<file path="src/rtl/serial_cmd_pkg.sv">
package serial_cmd_pkg;
  localparam int unsigned CMD_W = 8;

  typedef enum logic [1:0] {
    SPIN_OFF = 2'd0,
    SPIN_8   = 2'd1,
    SPIN_12  = 2'd2
  } spin_e;

  typedef struct packed {
    logic  laser;
    logic  focus;
    spin_e spin;
    logic  sled;
    logic  track;
    logic  fofs;
    logic  tofs;
  } mode_t;

  localparam mode_t MODE_INIT = '{laser: 1'b0, focus: 1'b0, spin: SPIN_OFF,
                                  sled: 1'b0, track: 1'b0, fofs: 1'b0, tofs: 1'b0};

  localparam logic [CMD_W-1:0] C_RESET  = 8'h00;
  localparam logic [CMD_W-1:0] C_FSTART = 8'h08;
  localparam logic [CMD_W-1:0] C_FOFS_S = 8'h90;
  localparam logic [CMD_W-1:0] C_FOFS_X = 8'h91;
  localparam logic [CMD_W-1:0] C_TOFS_S = 8'h92;
  localparam logic [CMD_W-1:0] C_TOFS_X = 8'h93;
  localparam logic [CMD_W-1:0] C_LAS_ON = 8'h94;
  localparam logic [CMD_W-1:0] C_FS_ON  = 8'h95;
  localparam logic [CMD_W-1:0] C_FS_OFF = 8'h96;
  localparam logic [CMD_W-1:0] C_SP8    = 8'h97;
  localparam logic [CMD_W-1:0] C_SP12   = 8'h98;
  localparam logic [CMD_W-1:0] C_SPOFF  = 8'h99;
  localparam logic [CMD_W-1:0] C_SLD_ON = 8'h9A;
  localparam logic [CMD_W-1:0] C_SLD_OF = 8'h9B;
  localparam logic [CMD_W-1:0] C_BAL    = 8'h9C;
  localparam logic [CMD_W-1:0] C_TRK_OF = 8'h9D;
  localparam logic [CMD_W-1:0] C_TRK_ON = 8'h9E;
  localparam logic [CMD_W-1:0] C_ARM_A  = 8'hF0;
  localparam logic [CMD_W-1:0] C_ARM_B  = 8'hF8;
  localparam logic [CMD_W-1:0] C_DISARM = 8'hFF;
endpackage

</file>
<file path="src/rtl/serial_cmd_sync.sv">
module serial_cmd_sync #(
  parameter int unsigned W = 3
) (
  input  logic         clk_i,
  input  logic         rst_ni,
  input  logic [W-1:0] d_i,
  output logic [W-1:0] q_o
);
  for (genvar g = 0; g < W; g++) begin : g_bit
    logic s1_q, s2_q;
    always_ff @(posedge clk_i or negedge rst_ni) begin
      if (!rst_ni) begin
        s1_q <= 1'b0;
        s2_q <= 1'b0;
      end else begin
        s1_q <= d_i[g];
        s2_q <= s1_q;
      end
    end
    assign q_o[g] = s2_q;
  end
endmodule

</file>
<file path="src/rtl/serial_cmd_shift.sv">
module serial_cmd_shift
  import serial_cmd_pkg::*;
#(
  parameter int unsigned CW = CMD_W
) (
  input  logic          clk_i,
  input  logic          rst_ni,
  input  logic          sen_i,
  input  logic          sclk_i,
  input  logic          sdat_i,
  output logic          fall_o,
  output logic [CW-1:0] cmd_o
);
  localparam int unsigned CNT_W = $clog2(CW + 1);
  localparam logic [CNT_W-1:0] CNT_FULL = CNT_W'(CW);

  logic            sen_d_q, sclk_d_q;
  logic [CW-1:0]   sr_q, cmd_q;
  logic [CNT_W-1:0] cnt_q;
  logic            sclk_rise;

  assign sclk_rise = sclk_i & ~sclk_d_q;
  assign fall_o    = sen_d_q & ~sen_i;

  always_ff @(posedge clk_i or negedge rst_ni) begin
    if (!rst_ni) begin
      sen_d_q  <= 1'b0;
      sclk_d_q <= 1'b0;
      sr_q     <= '0;
      cnt_q    <= '0;
      cmd_q    <= '0;
    end else begin
      sen_d_q  <= sen_i;
      sclk_d_q <= sclk_i;
      if (!sen_i) begin
        cnt_q <= '0;
      end else if (sclk_rise) begin
        sr_q <= {sdat_i, sr_q[CW-1:1]};
        if (cnt_q != CNT_FULL) cnt_q <= cnt_q + 1'b1;
      end
      // short frames keep the previous byte, which then re-executes
      if (fall_o && cnt_q == CNT_FULL) cmd_q <= sr_q;
    end
  end

  assign cmd_o = cmd_q;


  cnt_bound_chk: assert property (@(posedge clk_i) disable iff (!rst_ni)
    cnt_q <= CNT_FULL);

  short_keep_chk: assert property (@(posedge clk_i) disable iff (!rst_ni)
    (fall_o && cnt_q != CNT_FULL) |=> $stable(cmd_q));
endmodule

</file>
<file path="src/rtl/serial_cmd_tick.sv">
module serial_cmd_tick #(
  parameter int unsigned DIV = 32
) (
  input  logic clk_i,
  input  logic rst_ni,
  input  logic fall_i,
  output logic exec_o
);
  localparam int unsigned DW = (DIV > 1) ? $clog2(DIV) : 1;
  localparam logic [DW-1:0] LAST = DW'(DIV - 1);

  logic [DW-1:0] div_q;
  logic          pend_q, tick;

  assign tick   = (div_q == LAST);
  assign exec_o = tick & pend_q;

  always_ff @(posedge clk_i or negedge rst_ni) begin
    if (!rst_ni) begin
      div_q  <= '0;
      pend_q <= 1'b0;
    end else begin
      div_q  <= tick ? '0 : div_q + 1'b1;
      pend_q <= fall_i | (pend_q & ~tick);
    end
  end


  pend_hold_chk: assert property (@(posedge clk_i) disable iff (!rst_ni)
    (pend_q && !tick) |=> pend_q);
endmodule

</file>
<file path="src/rtl/serial_cmd_decode.sv">
module serial_cmd_decode
  import serial_cmd_pkg::*;
(
  input  logic             clk_i,
  input  logic             rst_ni,
  input  logic             exec_i,
  input  logic [CMD_W-1:0] cmd_i,
  output mode_t            mode_o,
  output logic             fstart_o,
  output logic             bal_o
);
  mode_t mode_q;
  logic  arm_q, fstart_q, bal_q;

  always_ff @(posedge clk_i or negedge rst_ni) begin
    if (!rst_ni) begin
      mode_q   <= MODE_INIT;
      arm_q    <= 1'b0;
      fstart_q <= 1'b0;
      bal_q    <= 1'b0;
    end else begin
      fstart_q <= 1'b0;
      bal_q    <= 1'b0;
      if (exec_i) begin
        if (arm_q) begin
          arm_q <= 1'b0;  // masked byte, or 0xFF disarm
        end else begin
          unique case (cmd_i)
            C_RESET:  mode_q <= MODE_INIT;
            C_FSTART: fstart_q <= 1'b1;
            C_BAL:    bal_q <= 1'b1;
            C_FOFS_S: mode_q.fofs <= 1'b1;
            C_FOFS_X: mode_q.fofs <= 1'b0;
            C_TOFS_S: mode_q.tofs <= 1'b1;
            C_TOFS_X: mode_q.tofs <= 1'b0;
            C_LAS_ON: begin mode_q.laser <= 1'b1; mode_q.focus <= 1'b1; end
            C_FS_ON:  begin mode_q.laser <= 1'b0; mode_q.focus <= 1'b1; end
            C_FS_OFF: begin mode_q.laser <= 1'b0; mode_q.focus <= 1'b0; end
            C_SP8:    mode_q.spin <= SPIN_8;
            C_SP12:   mode_q.spin <= SPIN_12;
            C_SPOFF:  mode_q.spin <= SPIN_OFF;
            C_SLD_ON: mode_q.sled <= 1'b1;
            C_SLD_OF: mode_q.sled <= 1'b0;
            C_TRK_ON: mode_q.track <= 1'b1;
            C_TRK_OF: mode_q.track <= 1'b0;
            C_ARM_A, C_ARM_B: arm_q <= 1'b1;
            default: ;
          endcase
        end
      end
    end
  end

  assign mode_o   = mode_q;
  assign fstart_o = fstart_q;
  assign bal_o    = bal_q;


  mode_hold_chk: assert property (@(posedge clk_i) disable iff (!rst_ni)
    !exec_i |=> $stable(mode_q));

  fs_pulse_chk: assert property (@(posedge clk_i) disable iff (!rst_ni)
    fstart_q |=> !fstart_q);

  bal_pulse_chk: assert property (@(posedge clk_i) disable iff (!rst_ni)
    bal_q |=> !bal_q);

  start_src_chk: assert property (@(posedge clk_i) disable iff (!rst_ni)
    (fstart_q || bal_q) |-> $past(exec_i));

  mask_chk: assert property (@(posedge clk_i) disable iff (!rst_ni)
    (exec_i && arm_q) |=> ($stable(mode_q) && !fstart_q && !bal_q && !arm_q));

  spin_enc_chk: assert property (@(posedge clk_i) disable iff (!rst_ni)
    mode_q.spin != 2'b11);
endmodule

</file>
<file path="src/rtl/serial_cmd_rx.sv">
module serial_cmd_rx
  import serial_cmd_pkg::*;
#(
  parameter int unsigned DIV = 32
) (
  input  logic       clk_i,
  input  logic       rst_ni,
  input  logic       sen_i,
  input  logic       sclk_i,
  input  logic       sdat_i,
  output logic       laser_on_o,
  output logic       focus_servo_o,
  output logic [1:0] spindle_mode_o,
  output logic       sled_on_o,
  output logic       track_servo_o,
  output logic       focus_ofs_adj_o,
  output logic       track_ofs_adj_o,
  output logic       focus_start_o,
  output logic       bal_start_o
);
  logic [2:0]       pins_s;
  logic             fall, exec;
  logic [CMD_W-1:0] cmd;
  mode_t            mode;

  serial_cmd_sync #(.W(3)) u_sync (
    .clk_i (clk_i),
    .rst_ni(rst_ni),
    .d_i   ({sdat_i, sclk_i, sen_i}),
    .q_o   (pins_s)
  );

  serial_cmd_shift #(.CW(CMD_W)) u_shift (
    .clk_i (clk_i),
    .rst_ni(rst_ni),
    .sen_i (pins_s[0]),
    .sclk_i(pins_s[1]),
    .sdat_i(pins_s[2]),
    .fall_o(fall),
    .cmd_o (cmd)
  );

  serial_cmd_tick #(.DIV(DIV)) u_tick (
    .clk_i (clk_i),
    .rst_ni(rst_ni),
    .fall_i(fall),
    .exec_o(exec)
  );

  serial_cmd_decode u_dec (
    .clk_i   (clk_i),
    .rst_ni  (rst_ni),
    .exec_i  (exec),
    .cmd_i   (cmd),
    .mode_o  (mode),
    .fstart_o(focus_start_o),
    .bal_o   (bal_start_o)
  );

  assign laser_on_o      = mode.laser;
  assign focus_servo_o   = mode.focus;
  assign spindle_mode_o  = mode.spin;
  assign sled_on_o       = mode.sled;
  assign track_servo_o   = mode.track;
  assign focus_ofs_adj_o = mode.fofs;
  assign track_ofs_adj_o = mode.tofs;
endmodule

</file>
<file path="config.mk">
export PLATFORM = sky130hd
export DESIGN_NAME = serial_cmd_rx
export DESIGN_NICKNAME = d
export VERILOG_FILES = /design/src/rtl/serial_cmd_pkg.sv /design/src/rtl/serial_cmd_sync.sv /design/src/rtl/serial_cmd_shift.sv /design/src/rtl/serial_cmd_tick.sv /design/src/rtl/serial_cmd_decode.sv /design/src/rtl/serial_cmd_rx.sv
export SDC_FILE = /design/constraint.sdc
export NUM_CORES = 1
export LEC_CHECK = 0
export BUFFER_PORTS_ARGS = -buffer_cell sky130_fd_sc_hd__buf_2
export CAP_MARGIN = 20
export CORE_UTILIZATION = 49
export CTS_CLUSTER_DIAMETER = 100
export DETAILED_ROUTE_END_ITERATION = 10
export GPL_ROUTABILITY_DRIVEN = 0
export PLACE_DENSITY = 0.67
export SETUP_SLACK_MARGIN = 0.2
export SLEW_MARGIN = 20
export SYNTH_ARGS = -nofsm -noshare
export SYNTH_HDL_FRONTEND = slang
export SYNTH_SLANG_ARGS = --single-unit
export TNS_END_PERCENT = 1
</file>
<file path="constraint.sdc">
create_clock -name clk_i -period 5.9 [get_ports clk_i]
set_input_delay 0.59 -clock clk_i [delete_from_list [all_inputs] [get_ports clk_i]]
set_output_delay 0.59 -clock clk_i [all_outputs]
set_load 0.05 [all_outputs]
</file>
## After elaboration in Yosys (flattened, before gate mapping)

Cells that the tools add are included.

- Register bits: 45
- Input port bits: 5
- Output and inout port bits: 10
- Word-level logic and storage cells: 98

- Add/subtract/negate cells: 2
- Eq/ne operators: 23
- Multiplexer cells: 18
- Bitwise logic cells: 9
- Reduce and logical (&&, ||, !) cells: 23

Operator list:

| kind | count |
|---|---|
| == test 8 bit (second input constant) | 17 |
| AND reduction 3 bit | 6 |
| OR reduction 2 bit | 7 |
| two-way mux 4 bit | 3 |
| one-hot mux 2 bit (3 select lines) | 2 |
| == test 8 x 4 -> 1 bit (second input constant) | 1 |
| zero test 8 bit | 1 |
| two-way mux 1 bit | 8 |
| one-hot mux 1 bit (2 select lines) | 4 |
| nonzero test 2 bit | 4 |
| nonzero test 3 bit | 2 |
| adder 5 x 1 -> 5 bit (second input constant) | 1 |
| == test 5 bit (second input constant) | 1 |
| two-way mux 5 bit | 1 |
| adder 4 x 1 -> 4 bit (second input constant) | 1 |
| AND 1 bit | 4 |
| == test 4 bit (second input constant) | 1 |
| inequality test 2 x 1 -> 1 bit (second input constant) | 2 |
| inequality test 4 bit (second input constant) | 1 |
| inverter 1 bit | 4 |
| AND reduction 2 bit | 2 |
| logical AND 1 bit | 1 |
| bitwise OR 1 bit | 1 |

## Logic depth before layout (Yosys ltp)

Gate-level depths: netlist of the first run.

- Depth in word-level cells: 4
- Mapped depth: 7
- Mapped depth without buffers: 7

## Cells and area by module

A second synthesis of the first run with hierarchy kept.

- Cell total of the unflattened synthesis: 160
- Area, all modules: 2052.0 um^2

By module, submodules not included:

| module | instances | cells an instance | area each (um^2) | seq. area each (um^2) |
|---|---|---|---|---|
| serial_cmd_shift | 1 | 64 | 964.7 | 550.5 |
| serial_cmd_decode | 1 | 67 | 650.6 | 275.3 |
| serial_cmd_tick | 1 | 20 | 264.0 | 150.1 |
| serial_cmd_sync | 1 | 9 | 172.7 | 150.1 |

## Least setup slack after synthesis of the first run

OpenSTA, ideal clock, no wires.

- Path kind: register to register
- Start: reg u_tick.div_q[0]
- End: reg u_dec.mode_q (netlist bit u_dec.mode_o[2])
- Library setup time: 0.121 ns
- Arrival: 1.881 ns
- Required time: 5.779 ns
- Path slack: 3.898 ns
- Cell stages (with the launch flop): 8
- Path buffers: 0
- Clock period less this slack: 2.002 ns
- Cell sequence: dfrtp_1 -> ha_1 -> and3_1 -> ha_1 -> nand4bb_1 -> or4_4 -> o21a_1 -> a22o_1

- Longest elaborated chain between the ends: 3

Ends and longest elaborated chain:

| element | line | text |
|---|---|---|
| start, declared | serial_cmd_tick.sv:12 | `logic [DW-1:0] div_q;` |
| start signal, assigned | serial_cmd_tick.sv:23 | `div_q <= tick ? '0 : div_q + 1'b1;` |
| == test 5 bit | serial_cmd_tick.sv:15 | `assign tick = (div_q == LAST);` |
| AND 1 bit | serial_cmd_tick.sv:16 | `assign exec_o = tick & pend_q;` |
| AND reduction 3 bit (no line) | - |  |
| end, declared | serial_cmd_decode.sv:12 | `mode_t mode_q;` |

No other way between the ends.
A chain may end at the register's enable or synchronous reset.

## Worst setup path in the final report of the first run

Same ends and word-level chain as after synthesis.

==> results of run 1 <==
sequential cells by signal, indices dropped and copies added, names as in the netlist:
signal	cells
u_dec.mode_o	8
u_shift.cmd_o	8
u_shift.sr_q	8
u_tick.div_q	5
u_shift.cnt_q	4
u_sync.g_bit.s1_q	3
u_sync.g_bit.s2_q	3
u_dec.arm_q	1
u_dec.bal_o	1
u_dec.fstart_o	1
u_shift.sclk_d_q	1
u_shift.sen_d_q	1
u_tick.pend_q	1
report_power, final:
| group | switching (mW) | internal [mW] | leakage, nW | total, mW |
|---|---|---|---|---|
| combinational | 0.0134 | 0.0201 | 0.354 | 0.0334 |
| clock | 0.0999 | 0.0948 | 0.0512 | 0.195 |
| sequential | 0.0167 | 0.334 | 0.583 | 0.351 |
synth_stat cells, drive strengths merged:
cell,count
o2bb2ai,1
inv,5
and2,3
o41a,1
a22o,1
and3,2
dfrtp,45
xnor2,4
o21bai,1
nand4,5
nor3,5
nand2,11
nor4bb,2
o21ai,3
o31ai,4
nand3,5
ha,4
nand4bb,1
clkbuf,5
a21boi,1
nor2b,1
mux2i,3
nand2b,3
nor2,7
o21a,2
a21oi,4
o311ai,1
nor3b,1
nand4b,1
o211ai,1
or2,1
nor4,1
xor2,1
a31oi,1
nand3b,1
and3b,1
mux2,15
or4,3
layout by cell type (no fill, tap or decap), types with 2 or more instances in the layout:
| cell | Yosys | final |
|---|---|---|
| dfrtp_1 | 45 | 45 |
| mux2_2 | 15 | 15 |
| buf_2 | 0 | 14 |
| nand2_1 | 11 | 11 |
| nor2_1 | 7 | 7 |
| clkbuf_8 | 0 | 6 |
| nand3_1 | 5 | 5 |
| nor3_1 | 5 | 5 |
| inv_1 | 5 | 5 |
| nand4_1 | 5 | 5 |
| xnor2_1 | 4 | 4 |
| o31ai_1 | 4 | 4 |
| a21oi_1 | 4 | 4 |
| ha_1 | 4 | 4 |
| nand2b_1 | 3 | 3 |
| o21ai_0 | 3 | 3 |
| and2_1 | 3 | 3 |
| mux2i_1 | 3 | 3 |
| and3_1 | 2 | 2 |
| nor4bb_1 | 2 | 2 |
| or4_4 | 2 | 2 |
| o21a_1 | 2 | 2 |
how the worst max path moves through the flow:
stage	depth (start not counted)	to	slack [ns]	from
2_1_floorplan	7	u_dec.mode_o[2]$_DFFE_PN0P_	3.90	u_tick.div_q[0]$_DFF_PN0_
4_1_cts	7	u_dec.mode_o[2]$_DFFE_PN0P_	3.68	u_tick.div_q[0]$_DFF_PN0_
3_3_place_gp	7	u_dec.mode_o[2]$_DFFE_PN0P_	3.77	u_tick.div_q[0]$_DFF_PN0_
5_1_grt	7	u_dec.mode_o[2]$_DFFE_PN0P_	3.54	u_tick.div_q[0]$_DFF_PN0_
3_5_place_dp	7	u_dec.mode_o[2]$_DFFE_PN0P_	3.70	u_tick.div_q[0]$_DFF_PN0_
6_report	7	u_dec.mode_o[2]$_DFFE_PN0P_	3.67	u_tick.div_q[0]$_DFF_PN0_
through the flow:
stage	cell area, um2	instances	hold slack, ns	setup WS, ns
floorplan	1910	157	0.294	3.90
finish	2130	223	0.355	3.67
global route	2130	223	0.365	3.54
detailed placement	2030	215	0.341	3.70
global placement	2030	215	0.334	3.77
CTS	2130	223	0.361	3.68
cell families (layout without fill, tap and decap cells):
kind of cell	Yosys count	in the layout	synth area share
fa+ha+maj	4	4	0.0261
flops	45	45	0.588
mux	18	18	0.104
buf+inv	10	28	0.0196
simple gates	54	54	0.163
xor+xnor	5	5	0.0229
compound gates	21	21	0.0765
critical path: stages, from the launching register on:
cell and delay (ns):
dfrtp_1 0.38, ha_1 0.19, and3_1 0.16, ha_1 0.29
nand4bb_1 0.28, or4_4 0.49, o21a_1 0.12, a22o_1 0.22
final cells by class:
cell class	instances	area [um2]	area share
Clock buffer	6	82.6	0.0388
Clock inverter	2	13.8	0.00646
Inverter	5	18.8	0.00881
Multi-Input combinational cell	102	751	0.353
Sequential cell	45	1130	0.529
Tap cell	48	60.1	0.0282
Timing Repair Buffer	15	77.6	0.0364
layer usage:
| metal | track usage | vias to the layer above | wire length [um] |
|---|---|---|---|
| met5 | 0 | - | 0 |
| met4 | 0.0806 | 0 | 56 |
| met3 | 0.0581 | 6 | 107 |
| met2 | 0.264 | 23 | 1420 |
| met1 | 0.216 | 605 | 1490 |
| li1 | - | 603 | - |
==> out/metrics.csv, run 1 <==
metric,value,unit
ys_top_cells_by_area,"dfrtp_1 (59%), mux2_2 (8.8%), ha_1 (2.6%)",
htree_levels,2,
dieArea,4160,um2
cts-root-buf,clkbuf_8,
tightest_slew,0.950,ns
min_path_type,flop to flop,
skew,0.00598,ns
fin_crit_sh,0.377,
irDropWorstVdd,0.142,mV
cts_hold_buf,0,
holdPathStages,0,
min_period,2.23,ns
synthCells,157,
powerDensity,272,nW/um2
vias_per_cell,5.55,
area_delta_synth_final,11.2,%
p_leak,0.988,nW
r2r-end,u_dec.mode_o[2]$_DFFE_PN0P_,
rr_startpoint,u_tick.div_q[0]$_DFF_PN0_,
synth_seq_cells,45,
syn_area_per_cell,12.2,um2
status,"finished, final reports clean",
insertion_delay,0.29,ns
drv_cap,0,
clock-sinks,45,
hpwlAfterDp,2.14,mm
drc_errors,0,
endpoint_kind,flop,
gr-total-overflow,0,
crit_fanout,8,
holdPathEnd,u_sync.g_bit[0].s2_q$_DFF_PN0_,
die_h,64.5,um
ant_nets,0,
design.portCount,15,
synth-seq-area-share,0.588,
setup-violations-final,0,
grt_pass1_vias,1195,
layout-drive-gt1-share,0.234,
antenna_found_initial,0,
hp-start,u_sync.g_bit[0].s1_q$_DFF_PN0_,
routedWlPerCell,13.8,um
total_power,0.579,mW
fin_setup_tns,0,ns
cts_tree,built,
cts_buffer_depth,2,
vias,1237,
start_util,0.515,
wl,3.07,mm
critPathLaunchType,flop,
synth_nets,166,
path_clk_slew,0.08,ns
core,3720,um2
n_antenna_cell,0,
hold_violations,0,
fill_cells,316,
rsz0062_at_grt,no,
slew_viol_final,0,
r2r_cells,7,
cts_made_buffers,5,
grt_max_degree,46,
synth_area,1910,um2
ctsResizeCount,0,
yosys.area.top_type_share,0.588,
ys.warnings.count,0,
fin_nets,183,
drtIter0Drc,116,
arrival,2.41,ns
rows,22,
fp.dieW,64.5,um
slew_headroom,0.367,
yosysUniqueCellTypes,39,
port_buffers,14,
synth_area_leader_cell,dfrtp_1,
drtPass1Iterations,4,
grt.total_usage,0.171,
r2r_setup_slack,3.67,ns
final_core_utilization,0.573,
grt_first_pass_wirelength,5.35,mm
cp.required,6.09,ns
max_freq,0.449,GHz
postCtsSetupBuffers,0,
path_class,flop to flop,
No activity file was read; power rests on OpenSTA's default activity.
==> inputs of run 2 (changes only) <==
Settings changed: PLACE_DENSITY 0.67 to 0.7.
Clock period 5.9 ns to 2 ns, I/O delays scaled along.
==> run 2 against run 1 <==
  * Cell count rose by 8.5%
  * Highest routed layer unchanged
  * Total power rose to 2.9 times the previous value
  * Largest power group unchanged
  * Clock power rose to 2.8 times the previous value
  * Sequential cell count did not move
==> out/metrics.csv, run 2 (synthesized netlist as in run 1, its figures left out) <==
metric,value,unit
internal_power,1.29,mW
rows,22,
grt_max_degree,46,
slew_viol_final,0,
cts_made_buffers,5,
fin_nets,202,
mostFrequentLayoutCell,dfrtp_1,
vias,1314,
final_cell_mix,"dfrtp_1 (45), buf_4 (16), mux2_2 (15)",
dieArea,4160,um2
fin_crit_sh,0.956,
fp.dieW,64.5,um
grt.total_usage,0.203,
port_buffers,14,
min_path_type,flop to flop,
path_class,flop to flop,
start_util,0.515,
status,"finished, final reports clean",
skew,0.00335,ns
multi_input_area,816,um2
area_delta_synth_final,22.1,%
crit_fanout,4,
powerDensity,719,nW/um2
clock-sinks,45,
setup-violations-final,0,
ant_nets,0,
drc_errors,0,
drtPass1Iterations,4,
layout-drive-gt1-share,0.335,
min_period,1.91,ns
regArea,1130,um2
rsz0062_at_grt,yes,
cts_tree,built,
post-route-cell-area,2340,um2
seqPwrFrac,0.616,
placed_area,2130,um2
critPathLaunchType,flop,
arrival,2.10,ns
cts-root-buf,clkbuf_8,
combPwrFrac,0.064,
hpwlAfterDp,2.33,mm
vias_per_cell,5.43,
tightest_slew,0.538,ns
p_clk_frac,0.320,
antenna_found_initial,0,
htree_levels,2,
cts_buffer_depth,2,
max_freq,0.523,GHz
p_leak,1.08,nW
grt_first_pass_wirelength,6.31,mm
core,3720,um2
path_clk_slew,0.08,ns
wl,3.51,mm
fill_cells,302,
grt_pass1_vias,1321,
insertion_delay,0.30,ns
design.portCount,15,
startpoint,u_tick.div_q[0]$_DFF_PN0_,
switching_share,0.231,
n_antenna_cell,0,
die_h,64.5,um
fin_setup_tns,0,ns
endpoint_kind,flop,
gr-total-overflow,0,
slew_headroom,0.641,
hp-start,u_sync.g_bit[1].s1_q$_DFF_PN0_,
rr_startpoint,u_tick.div_q[0]$_DFF_PN0_,
drv_cap,0,
drtIter0Drc,150,
cp.required,2.19,ns
routedWlPerCell,14.5,um
hold_violations,0,
irDropWorstVdd,0.532,mV
switchingPower,0.388,mW
run 2: repair_timing:
action                                  in CTS  in global routing
pin swaps                                    3                  2
cloned                                       0                  0
gates resized for setup                      3                  4
endpoints found under the setup margin       7                  8
endpoints found under the hold margin       48                  0
buffers inserted                             5                  1
hold buffers                                 4                  0
run 2: cell type report:
class	count	share of cell area
flip-flops and latches	45	0.482
multi-input cells	102	0.349
repair buffers	34	0.0985
clock buffers	5	0.0294
well taps	48	0.0257
inverters	5	0.00803
clock inverters	3	0.00749
run 2: worst paths after layout:
kind / slack, ns / to / depth (start not counted)
setup / recovery: 0.09 / u_dec.mode_o[2]$_DFFE_PN0P_ / 7
hold / removal: 0.35 / u_sync.g_bit[1].s2_q$_DFF_PN0_ / 0
setup reg to reg: 0.09 / u_dec.mode_o[2]$_DFFE_PN0P_ / 7
hold reg to reg: 0.35 / u_sync.g_bit[1].s2_q$_DFF_PN0_ / 0
max in group asynchronous: 1.14 / u_shift.sr_q[2]$_DFFE_PN0P_ / 3
min in group asynchronous: 0.50 / u_tick.div_q[1]$_DFF_PN0_ / 3
run 2: critical path, cell delays in order, from the launching register on:
cell and delay, ns:
dfrtp_1 0.38, ha_2 0.19, and3_4 0.19, ha_4 0.15
nand4bb_4 0.11, or4_4 0.43, o21a_1 0.13, a22o_1 0.22
run 2: power groups by stage:
| stage | logic, mW | clock network (mW) | registers [mW] |
|---|---|---|---|
| after floorplan | 0.0724 | 0 | 1.04 |
| after detailed placement | 0.104 | 0 | 1.05 |
| after global routing | 0.122 | 0.600 | 1.05 |
| after global placement | 0.0994 | 0 | 1.05 |
| final | 0.107 | 0.538 | 1.03 |
| after CTS | 0.111 | 0.560 | 1.03 |
run 2: per-stage QoR:
stage | instances | setup slack, ns | total power, mW | hold slack (ns) | util
4_1_cts | 241 | 0.107 | 1.71 | 0.356 | 0.621
6_report | 242 | 0.0875 | 1.68 | 0.352 | 0.629
3_3_place_gp | 224 | 0.106 | 1.15 | 0.300 | 0.573
2_1_floorplan | 157 | 0.120 | 1.11 | -0.0956 | -
5_1_grt | 242 | -0.00589 | 1.77 | 0.368 | 0.629
3_5_place_dp | 224 | 0.0213 | 1.16 | 0.310 | 0.573
run 2: metal layers:
layer  global-route usage  part of all wire  vias to the layer above
met5                    0                 0                        -
met4               0.0944             0.025                        0
met3               0.0616             0.048                        8
met2                0.301              0.47                       34
met1                0.272              0.46                      635
li1                     -                 -                      637
